--- src/rtl/uart_regs_pkg.sv ---
package uart_regs_pkg;

    localparam int BUS_W  = 32;
    localparam int BYTE_W = 8;
    localparam int DIV_W  = 16;
    localparam int ADDR_W = 5;

    localparam logic [ADDR_W-1:0] OFS_DATA = 5'h00;
    localparam logic [ADDR_W-1:0] OFS_AUX  = 5'h04;
    localparam logic [ADDR_W-1:0] OFS_CTRL = 5'h0C;
    localparam logic [ADDR_W-1:0] OFS_STAT = 5'h14;

    typedef struct packed {
        logic              brk;
        logic              frm_err;
        logic              par_err;
        logic [BYTE_W-1:0] data;
    } rx_entry_t;

    typedef struct packed {
        logic       latch;
        logic [1:0] wlen;
    } ctrl_t;

    localparam ctrl_t CTRL_RESET = '{latch: 1'b0, wlen: 2'b11};
    localparam logic [DIV_W-1:0] DIV_RESET = 16'h0001;

    typedef enum logic [2:0] {
        ACC_NONE,
        ACC_DATA,
        ACC_AUX,
        ACC_DIVLO,
        ACC_DIVHI,
        ACC_CTRL,
        ACC_STAT
    } acc_e;

    function automatic logic [DIV_W-1:0] clamp_div(input logic [DIV_W-1:0] d);
        return (d == '0) ? {{(DIV_W-1){1'b0}}, 1'b1} : d;
    endfunction

    function automatic logic [BYTE_W-1:0] len_mask(input logic [1:0] wlen);
        return 8'hFF >> (2'd3 - wlen);
    endfunction

endpackage

--- src/rtl/uart_sync_fifo.sv ---
module uart_sync_fifo #(
    parameter int W     = 8,
    parameter int DEPTH = 16
) (
    input  logic         clk,
    input  logic         rst,
    input  logic         push,
    input  logic [W-1:0] push_data,
    input  logic         pop,
    output logic [W-1:0] head,
    output logic         empty,
    output logic         full
);
    localparam int PTR_W = $clog2(DEPTH);

    logic [W-1:0] mem [DEPTH];
    logic [PTR_W:0] wp, rp;
    logic do_push, do_pop;

    assign empty   = (wp == rp);
    assign full    = (wp[PTR_W] != rp[PTR_W]) && (wp[PTR_W-1:0] == rp[PTR_W-1:0]);
    assign do_push = push && !full;
    assign do_pop  = pop && !empty;
    assign head    = mem[rp[PTR_W-1:0]];

    always_ff @(posedge clk) begin
        if (do_push) begin
            mem[wp[PTR_W-1:0]] <= push_data;
        end
    end

    always_ff @(posedge clk) begin
        if (rst) begin
            wp <= '0;
            rp <= '0;
        end else begin
            if (do_push) wp <= wp + 1'b1;
            if (do_pop)  rp <= rp + 1'b1;
        end
    end

endmodule

--- src/rtl/uart_tick_gen.sv ---
module uart_tick_gen
    import uart_regs_pkg::*;
(
    input  logic             clk,
    input  logic             rst,
    input  logic [DIV_W-1:0] divisor,
    input  logic             reload,
    output logic             tick
);
    logic [DIV_W-1:0] lim;
    logic [DIV_W-1:0] cnt;
    logic             at_end;

    assign lim    = clamp_div(divisor);
    assign at_end = (cnt >= lim - 1'b1);
    assign tick   = at_end;

    always_ff @(posedge clk) begin
        if (rst) begin
            cnt <= '0;
        end else if (reload || at_end) begin
            cnt <= '0;
        end else begin
            cnt <= cnt + 1'b1;
        end
    end

endmodule

--- src/rtl/uart_reg_bank.sv ---
module uart_reg_bank
    import uart_regs_pkg::*;
(
    input  logic              clk,
    input  logic              rst,
    input  logic              bus_en,
    input  logic              bus_we,
    input  logic [ADDR_W-1:0] bus_addr,
    input  logic [BUS_W-1:0]  bus_wdata,
    output logic [BUS_W-1:0]  bus_rdata,
    input  rx_entry_t         rx_head,
    input  logic              rx_empty,
    input  logic              tx_empty,
    output logic              tx_push,
    output logic [BYTE_W-1:0] tx_push_data,
    output logic              rx_pop,
    output logic [DIV_W-1:0]  divisor,
    output logic              div_reload,
    output logic              latch,
    output logic [1:0]        wlen
);
    ctrl_t            ctrl_q;
    logic [DIV_W-1:0] div_q;
    acc_e             acc;
    logic             rd, wr;
    rx_entry_t        flags;

    assign rd = bus_en && !bus_we;
    assign wr = bus_en && bus_we;

    always_comb begin
        case (bus_addr)
            OFS_DATA: acc = ctrl_q.latch ? ACC_DIVLO : ACC_DATA;
            OFS_AUX:  acc = ctrl_q.latch ? ACC_DIVHI : ACC_AUX;
            OFS_CTRL: acc = ACC_CTRL;
            OFS_STAT: acc = ACC_STAT;
            default:  acc = ACC_NONE;
        endcase
    end

    assign tx_push      = wr && (acc == ACC_DATA);
    assign tx_push_data = bus_wdata[BYTE_W-1:0];
    assign rx_pop       = rd && (acc == ACC_DATA);
    assign div_reload   = wr && ((acc == ACC_DIVLO) || (acc == ACC_DIVHI));
    assign divisor      = div_q;
    assign latch        = ctrl_q.latch;
    assign wlen         = ctrl_q.wlen;

    always_ff @(posedge clk) begin
        if (rst) begin
            ctrl_q <= CTRL_RESET;
            div_q  <= DIV_RESET;
        end else if (wr) begin
            case (acc)
                ACC_CTRL:  ctrl_q <= '{latch: bus_wdata[7], wlen: bus_wdata[1:0]};
                ACC_DIVLO: div_q[7:0] <= bus_wdata[7:0];
                ACC_DIVHI: div_q[DIV_W-1:8] <= bus_wdata[DIV_W-9:0];
                default: ;
            endcase
        end
    end

    assign flags = rx_empty ? '0 : rx_head;

    always_comb begin
        bus_rdata = '0;
        case (acc)
            ACC_DATA:  bus_rdata[BYTE_W-1:0] = flags.data;
            ACC_DIVLO: bus_rdata[7:0] = div_q[7:0];
            ACC_DIVHI: bus_rdata[7:0] = div_q[DIV_W-1:8];
            ACC_CTRL:  bus_rdata[7:0] = {ctrl_q.latch, 5'b0, ctrl_q.wlen};
            ACC_STAT:  bus_rdata[5:0] = {tx_empty, flags.brk, flags.frm_err,
                                         flags.par_err, 1'b0, !rx_empty};
            default:   bus_rdata = '0;
        endcase
    end

endmodule

--- src/rtl/uart_banked_regs.sv ---
module uart_banked_regs
    import uart_regs_pkg::*;
#(
    parameter int TX_DEPTH = 16,
    parameter int RX_DEPTH = 16
) (
    input  logic              clk,
    input  logic              rst,
    input  logic              bus_en,
    input  logic              bus_we,
    input  logic [ADDR_W-1:0] bus_addr,
    input  logic [BUS_W-1:0]  bus_wdata,
    output logic [BUS_W-1:0]  bus_rdata,
    output logic              tx_valid,
    output logic [BYTE_W-1:0] tx_data,
    input  logic              tx_ready,
    input  logic              rx_valid,
    input  logic [BYTE_W-1:0] rx_data,
    input  logic              rx_par_err,
    input  logic              rx_frm_err,
    input  logic              rx_brk,
    output logic              rx_ready,
    output logic              baud_tick
);
    localparam int RX_W = $bits(rx_entry_t);

    logic              tx_push, tx_empty, tx_full;
    logic [BYTE_W-1:0] tx_push_data;
    logic              rx_pop, rx_empty, rx_full;
    rx_entry_t         rx_in, rx_head;
    logic [RX_W-1:0]   rx_head_bits;
    logic [DIV_W-1:0]  divisor;
    logic              div_reload, latch;
    logic [1:0]        wlen;

    uart_reg_bank bank_i (
        .clk          (clk),
        .rst          (rst),
        .bus_en       (bus_en),
        .bus_we       (bus_we),
        .bus_addr     (bus_addr),
        .bus_wdata    (bus_wdata),
        .bus_rdata    (bus_rdata),
        .rx_head      (rx_head),
        .rx_empty     (rx_empty),
        .tx_empty     (tx_empty),
        .tx_push      (tx_push),
        .tx_push_data (tx_push_data),
        .rx_pop       (rx_pop),
        .divisor      (divisor),
        .div_reload   (div_reload),
        .latch        (latch),
        .wlen         (wlen)
    );

    uart_sync_fifo #(.W(BYTE_W), .DEPTH(TX_DEPTH)) tx_q_i (
        .clk       (clk),
        .rst       (rst),
        .push      (tx_push),
        .push_data (tx_push_data),
        .pop       (tx_valid && tx_ready),
        .head      (tx_data),
        .empty     (tx_empty),
        .full      (tx_full)
    );
    assign tx_valid = !tx_empty;

    assign rx_in = '{brk: rx_brk, frm_err: rx_frm_err, par_err: rx_par_err,
                     data: rx_data & len_mask(wlen)};

    uart_sync_fifo #(.W(RX_W), .DEPTH(RX_DEPTH)) rx_q_i (
        .clk       (clk),
        .rst       (rst),
        .push      (rx_valid && !rx_full),
        .push_data (rx_in),
        .pop       (rx_pop),
        .head      (rx_head_bits),
        .empty     (rx_empty),
        .full      (rx_full)
    );
    assign rx_head  = rx_entry_t'(rx_head_bits);
    assign rx_ready = !rx_full;

    uart_tick_gen tick_i (
        .clk     (clk),
        .rst     (rst),
        .divisor (divisor),
        .reload  (div_reload),
        .tick    (baud_tick)
    );

endmodule

--- config.mk ---
export PLATFORM = sky130hd
export DESIGN_NAME = uart_banked_regs
export DESIGN_NICKNAME = d
export VERILOG_FILES = /design/src/rtl/uart_regs_pkg.sv /design/src/rtl/uart_sync_fifo.sv /design/src/rtl/uart_tick_gen.sv /design/src/rtl/uart_reg_bank.sv /design/src/rtl/uart_banked_regs.sv
export SDC_FILE = /design/constraint.sdc
export NUM_CORES = 1
export LEC_CHECK = 0
export ABC_AREA = 0
export BUFFER_PORTS_ARGS = -buffer_cell sky130_fd_sc_hd__buf_2
export CAP_MARGIN = 40
export CORE_ASPECT_RATIO = 1.4
export CORE_UTILIZATION = 35
export DETAILED_ROUTE_END_ITERATION = 10
export GPL_ROUTABILITY_DRIVEN = 0
export PLACE_DENSITY_LB_ADDON = 0.12
export SLEW_MARGIN = 20
export SYNTH_ARGS = -nofsm -noshare
export SYNTH_HDL_FRONTEND = slang
export SYNTH_HIERARCHICAL = 1
export SYNTH_SLANG_ARGS = --single-unit
--- constraint.sdc ---
create_clock -name clk -period 9.5 [get_ports clk]
set_input_delay 0.475 -clock clk [delete_from_list [all_inputs] [get_ports clk]]
set_output_delay 0.475 -clock clk [all_outputs]
set_load 0.1 [all_outputs]
* Word-level counts from Yosys, hierarchy flattened
Memory sizes are Yosys's and may differ from the RTL's. A register that Yosys moved wholly into a read port is not among the register bits.
Index checks and enable logic that the tools add are counted.
** Storage, ports and cells
- Memories kept :: 2
- Bits in writable memories :: 304
- Flip-flop bits (word level) :: 55
- Input port bits :: 54
- Logic and storage cells :: 76
- Output and inout port bits :: 43
** Operators by class
- Mux-type cells :: 15
- $add $sub $neg :: 7
- Reduce and logical (&&, ||, !) cells :: 26
- Equal/unequal tests :: 14
- Order comparisons :: 1
- Bitwise logic cells :: 1
- Shift operators :: 1
** Memory list
- rx_q_i.mem :: depth 16, bits a word 11, rd ports 1, clocked after Yosys merged registers in 1, write ports 1, line uart_sync_fifo.sv:16 : logic [W-1:0] mem [DEPTH];
- tx_q_i.mem :: depth 16, bits a word 8, rd ports 1, clocked after Yosys merged registers in 1, write ports 1, line uart_sync_fifo.sv:16
** Operators with widths (count)
- $pmux W6 S5 :: 1
- $add A5 B1 Y5 const B :: 4
- $add A16 B1 Y16 const B :: 1
- $ge A16 B16 Y1 :: 1
- $logic_not A16 Y1 :: 1
- $mux W16 :: 1
- $mux W4 :: 4
- $sub A16 B1 Y16 const B :: 1
- $logic_and A1 B1 Y1 :: 13
- $pmux W3 S4 :: 1
- $mux W11 :: 1
- $eq A5 B5 Y1 :: 2
- $eq A3 B3 Y1 const B :: 3
- $and A8 B8 Y8 :: 1
- $eq A4 B4 Y1 :: 2
- $pmux W2 S4 :: 1
- $shr A8 B2 Y8 const A :: 1
- $reduce_and A2 Y1 :: 3
- $eq A5 B3 Y1 const B :: 1
- $eq A5 B4 Y1 const B :: 1
- $eq A5 B5 Y1 const B :: 1
- $logic_not A1 Y1 :: 5
- $logic_not A5 Y1 :: 1
- $mux W1 :: 4
- 8 further kinds :: 10

* Longest topological paths before layout
- Depth in word-level cells :: 7
- Gate-level depth with buffers :: 15
- Mapped depth without buffers :: 14

* Hierarchy
The synthesis kept the hierarchy.
** By module, submodules not included
- uart_sync_fifo (rx_q_i) :: seq. area each 5565.3 um^2, instances 1, cells each 349, area each 7537.2 um^2
- uart_sync_fifo (tx_q_i) :: seq. area each 4124.0 um^2, instances 1, cells each 283, area each 5829.3 um^2
- uart_reg_bank :: seq. area each 380.4 um^2, instances 1, cells each 168, area each 1376.3 um^2
- uart_tick_gen :: seq. area each 320.3 um^2, instances 1, cells each 161, area each 1316.3 um^2
- uart_banked_regs :: seq. area each 0.0 um^2, instances 1, cells each 7, area each 41.3 um^2

* Worst setup path before layout
Ideal clock, no wire load.
- Path kind :: register to output
- Start :: reg bank_i.div_q[7] (netlist: bank_i/divisor[7])
- End :: out baud_tick
- Setup slack :: 5343 ps
- Arrival time :: 3682 ps
- Stages on the path, launching flop included :: 13
- Path through :: dfxtp_1 -> or4_4 -> nor3_4 -> and2b_1 -> nor2_1 -> ha_1 -> and3_1 -> nand4b_1 -> xor2_1 -> ha_1 -> nand4_1 -> or4b_1 -> nand4b_1
** On the way
- Longest elaborated chain between the ends :: 4
** Ends and longest elaborated chain
- from (decl) :: line uart_reg_bank.sv:23 : logic [DIV_W-1:0] div_q;
- from (signal assigned) :: line uart_reg_bank.sv:56 : ACC_DIVLO: div_q[7:0] <= bus_wdata[7:0];
- from (signal, indexed assignment) :: line uart_reg_bank.sv:57 : ACC_DIVHI: div_q[DIV_W-1:8] <= bus_wdata[DIV_W-9:0];
- $logic_not A16 Y1 :: line uart_regs_pkg.sv:39 : return (d == '0) ? {{(DIV_W-1){1'b0}}, 1'b1} : d;
- $mux W16 * :: line uart_regs_pkg.sv:39
- $sub A16 B1 Y16 * :: line uart_tick_gen.sv:15 : assign at_end = (cnt >= lim - 1'b1);
- $ge A16 B16 Y1 * :: line uart_tick_gen.sv:15
- to (decl) :: line uart_banked_regs.sv:23 : output logic baud_tick
Mark *: on every way between the ends. The rest lies on a longest branch, timed or not.

* Worst setup path in the final report
Same ends and word-level chain as after synthesis.

==> results.toml <==
[run_status]
run_status = "finished, final reports clean"

[synthesis]
ys.flop_type = "edfxtp_1"
yosysMostFrequentCell = "edfxtp_1"
synthArstFlopShare = 0
synth_xor_area_frac = 0.0196
yosysTopAreaCellShare = 0.567
yosys-top-cells-count = "edfxtp_1, mux4_2, dfxtp_1"
synth-seq-cells = 367
synth_adder_area_share = 0.0218
ys_warn_count = 6
synth_edf_count = 304
netlist.top_cell.by_area = "edfxtp_1"
synthMuxAreaShare = 0.151
avgSynthCellArea_sq_um = 16.6
synthCells = 968
syn_area_sq_um = 16100
yosysUniqueCellTypes = 71
synthSimpleGateAreaFrac = 0.0801
synth_compound_area_frac = 0.0435
synth_top_family_by_area = "multiplexers"
yosysSeqAreaShare = 0.645
synthTopCellsByArea = "edfxtp_1, mux4_2, dfxtp_1"

[power_and_ir_drop]
ir_worst_vdd_mv = 0.133
p_leak_nw = 5.92
pwr_density_cell_nw_per_um2 = 192

[cts]
path_clk_slew_ns = 0.06
holdBufCountCts = 0
post-cts-setup-buffers = 0
cts_resized = 0
cts_buffers = 39
cts.sinks = 367
tritoncts = "done"
cts_root_buffer = "clkbuf_16"
worst_skew_pair.late_latency_ns = 0.55
htree_num_levels = 2
clockBufferDepth = 3

[setup_path]
r2r_end = "tick_i/cnt[15]$_SDFF_PP0_"
path_max_fanout = 8
cp_slowest_cell = "or4_4"
start_kind = "register"
path_cells = "or4_4, nor3_4, and2b_1, nor2_1, ha_1, nand3_1, nor4_1, xnor2_1, ha_1, nand4_1, or4b_1, nand4b_1, buf_2"
reg2reg_from = "bank_i/divisor[7]$_SDFFE_PP0P_"
crit_required_ns = 9.03
critPathArrivalTime_ns = 4.37
critPathKind = "reg2out"
path_common_cell = "ha_1"
r2r_setup_slack_ns = 5.71
crit_path_end_kind = "primary output"
crit_start = "bank_i/divisor[7]$_SDFFE_PP0P_"
slowest_delay_ns = 0.60
r2r_cells = 13

[sta]
finalHoldViolCount = 0
maxSlewHeadroom = 0.423
finalSetupTns_ns = 0
clock_skew_ns = 0.0178
drv_slew = 0
fin_crit_ns = 4.85
fmax_mhz = 206
period_share = 0.510
worstMarginPinSlew_ns = 0.864
setup_viol = 0
rsz0062_at_grt = "no"

[floorplanning]
core_area_sq_um = 45200
rows = 92
die_w_um = 183
io_pins = 97
fp.dieArea_sq_um = 46900
start_util = 0.356
die_h_um = 256

[final_layout]
diodes = 0
final_util = 0.402
num-nets-final = 1105
layout-drive-gt1-share = 0.209
syn_to_final_growth_pct = 13.0
fillers = 4123

[hold_path]
hold_path.class = "in2reg"
hold_start = "rst"
hold_depth = 2
hold_end = "rx_q_i/wp[1]$_SDFFE_PP0P_"

[run]
cap_viol_max_count = 0

[routing]
via_per_inst = 5.11
routedWlPerCell_um = 22.2
num_vias = 8512
drt_first_iter_violations = 518
drc = 0
routed_wl_um = 37000
ant_nets = 0
firstDrtPassIters = 5

[grt]
grt_usage = 0.160
antenna_found_initial = 1
grt_max_degree = 51
grt-ovfl-total = 0
grt_pass1_vias = 8855
grt_pass1_wl_um = 55200

[place]
portBuffers = 48
dp_hpwl_um = 24500
## layout make-up
type | instances | area (sq um) | share of cell area
Clock buffer | 50 | 1030 | 0.0565
Clock inverter | 22 | 277 | 0.0152
Inverter | 28 | 105 | 0.00578
Multi-Input combinational cell | 521 | 5180 | 0.285
Sequential cell | 367 | 10400 | 0.572
Tap cell | 611 | 764 | 0.0420
Timing Repair Buffer | 66 | 438 | 0.0241
## how the worst max path moves through the flow
stage,end,slack (ns),depth (start not counted)
floorplan,baud_tick,5.34,12
global placement,baud_tick,5.22,13
detailed placement,baud_tick,5.18,13
CTS,baud_tick,4.58,13
global route,baud_tick,4.40,13
finish,baud_tick,4.65,13
## cells by family (layout without fill, tap and decap cells)
| kind of cell | Yosys count | after routing |
|---|---|---|
| other | 1 | 24 |
| AO/OA/AOI/OAI | 102 | 102 |
| flip-flops | 367 | 367 |
| XOR/XNOR | 36 | 36 |
| buffers and inverters | 103 | 166 |
| multiplexers | 114 | 114 |
| AND/OR/NAND/NOR | 217 | 217 |
| adder cells (fa/ha/maj) | 28 | 28 |
## per-layer routing
layer	up-vias	share of wire	global-route usage
li1	3953	-	-
met1	4367	0.39	0.178
met2	133	0.55	0.305
met3	57	0.027	0.0229
met4	2	0.028	0.0560
met5	-	0.00030	0
## cell usage in the layout (no fill, tap or decap), types with 4 or more instances in the layout
| cell type | count |
|---|---|
| and2_1 | 4 |
| nor3_1 | 4 |
| and3_1 | 36 |
| a311o_1 | 4 |
| a21oi_1 | 31 |
| edfxtp_1 | 304 |
| clkinv_1 | 10 |
| nand4b_1 | 4 |
| mux4_2 | 71 |
| nor4_1 | 7 |
| mux2i_1 | 9 |
| dfxtp_1 | 60 |
| nor2_1 | 51 |
| xnor2_1 | 24 |
| nand2b_1 | 4 |
| bufinv_16 | 5 |
| xor2_1 | 12 |
| nand4_1 | 12 |
| nor2b_1 | 12 |
| nand3_1 | 32 |
| o21ai_0 | 22 |
| nand2_1 | 15 |
| buf_4 | 11 |
| o311ai_0 | 8 |
| inv_1 | 26 |
| a211oi_1 | 6 |
| ha_1 | 28 |
| clkbuf_1 | 10 |
| mux2_2 | 8 |
| clkbuf_16 | 39 |
| mux4_1 | 24 |
| buf_2 | 48 |
| buf_8 | 5 |
| conb_1 | 24 |
| and4_1 | 16 |
## report_power, final
part           internal [mW]  leakage (nW)  switching [mW]
clock network          0.910         0.630           0.631
logic                 0.0409          2.04           0.157
registers               1.75          3.25         0.00938
total                   2.70          5.92           0.797
## worst max-delay path, delay by kind of cell, from the launching register on
kind	cells	cell delay, ns
buffers and inverters	1	0.43
xor gates and xnor gates	1	0.16
and+or+nand+nor	9	2.24
DFF	1	0.41
adders and majority gates	2	0.57
## state kept, by name, summed over array words and instances (netlist names), named ones only
signal / cells
rx_q_i/mem: 176
tx_q_i/mem: 128
bank_i/divisor: 16
tick_i/cnt: 16
rx_q_i/rp: 5
rx_q_i/wp: 5
tx_q_i/rp: 5
tx_q_i/wp: 5
bank_i/wlen: 2
bank_i/latch: 1
## through the flow
stage	total power [mW]	worst slack [ns]	instances	area [sq um]	hold slack, ns
after floorplan	1.95	5.34	991	16200	0.437
after global placement	1.99	5.22	1586	16800	0.474
after detailed placement	2.00	5.18	1592	16900	0.461
after CTS	3.55	4.58	1664	18200	0.277
after global routing	3.62	4.40	1665	18200	0.295
final	3.50	4.65	1665	18200	0.301
No activity file was read; power rests on OpenSTA's default activity.
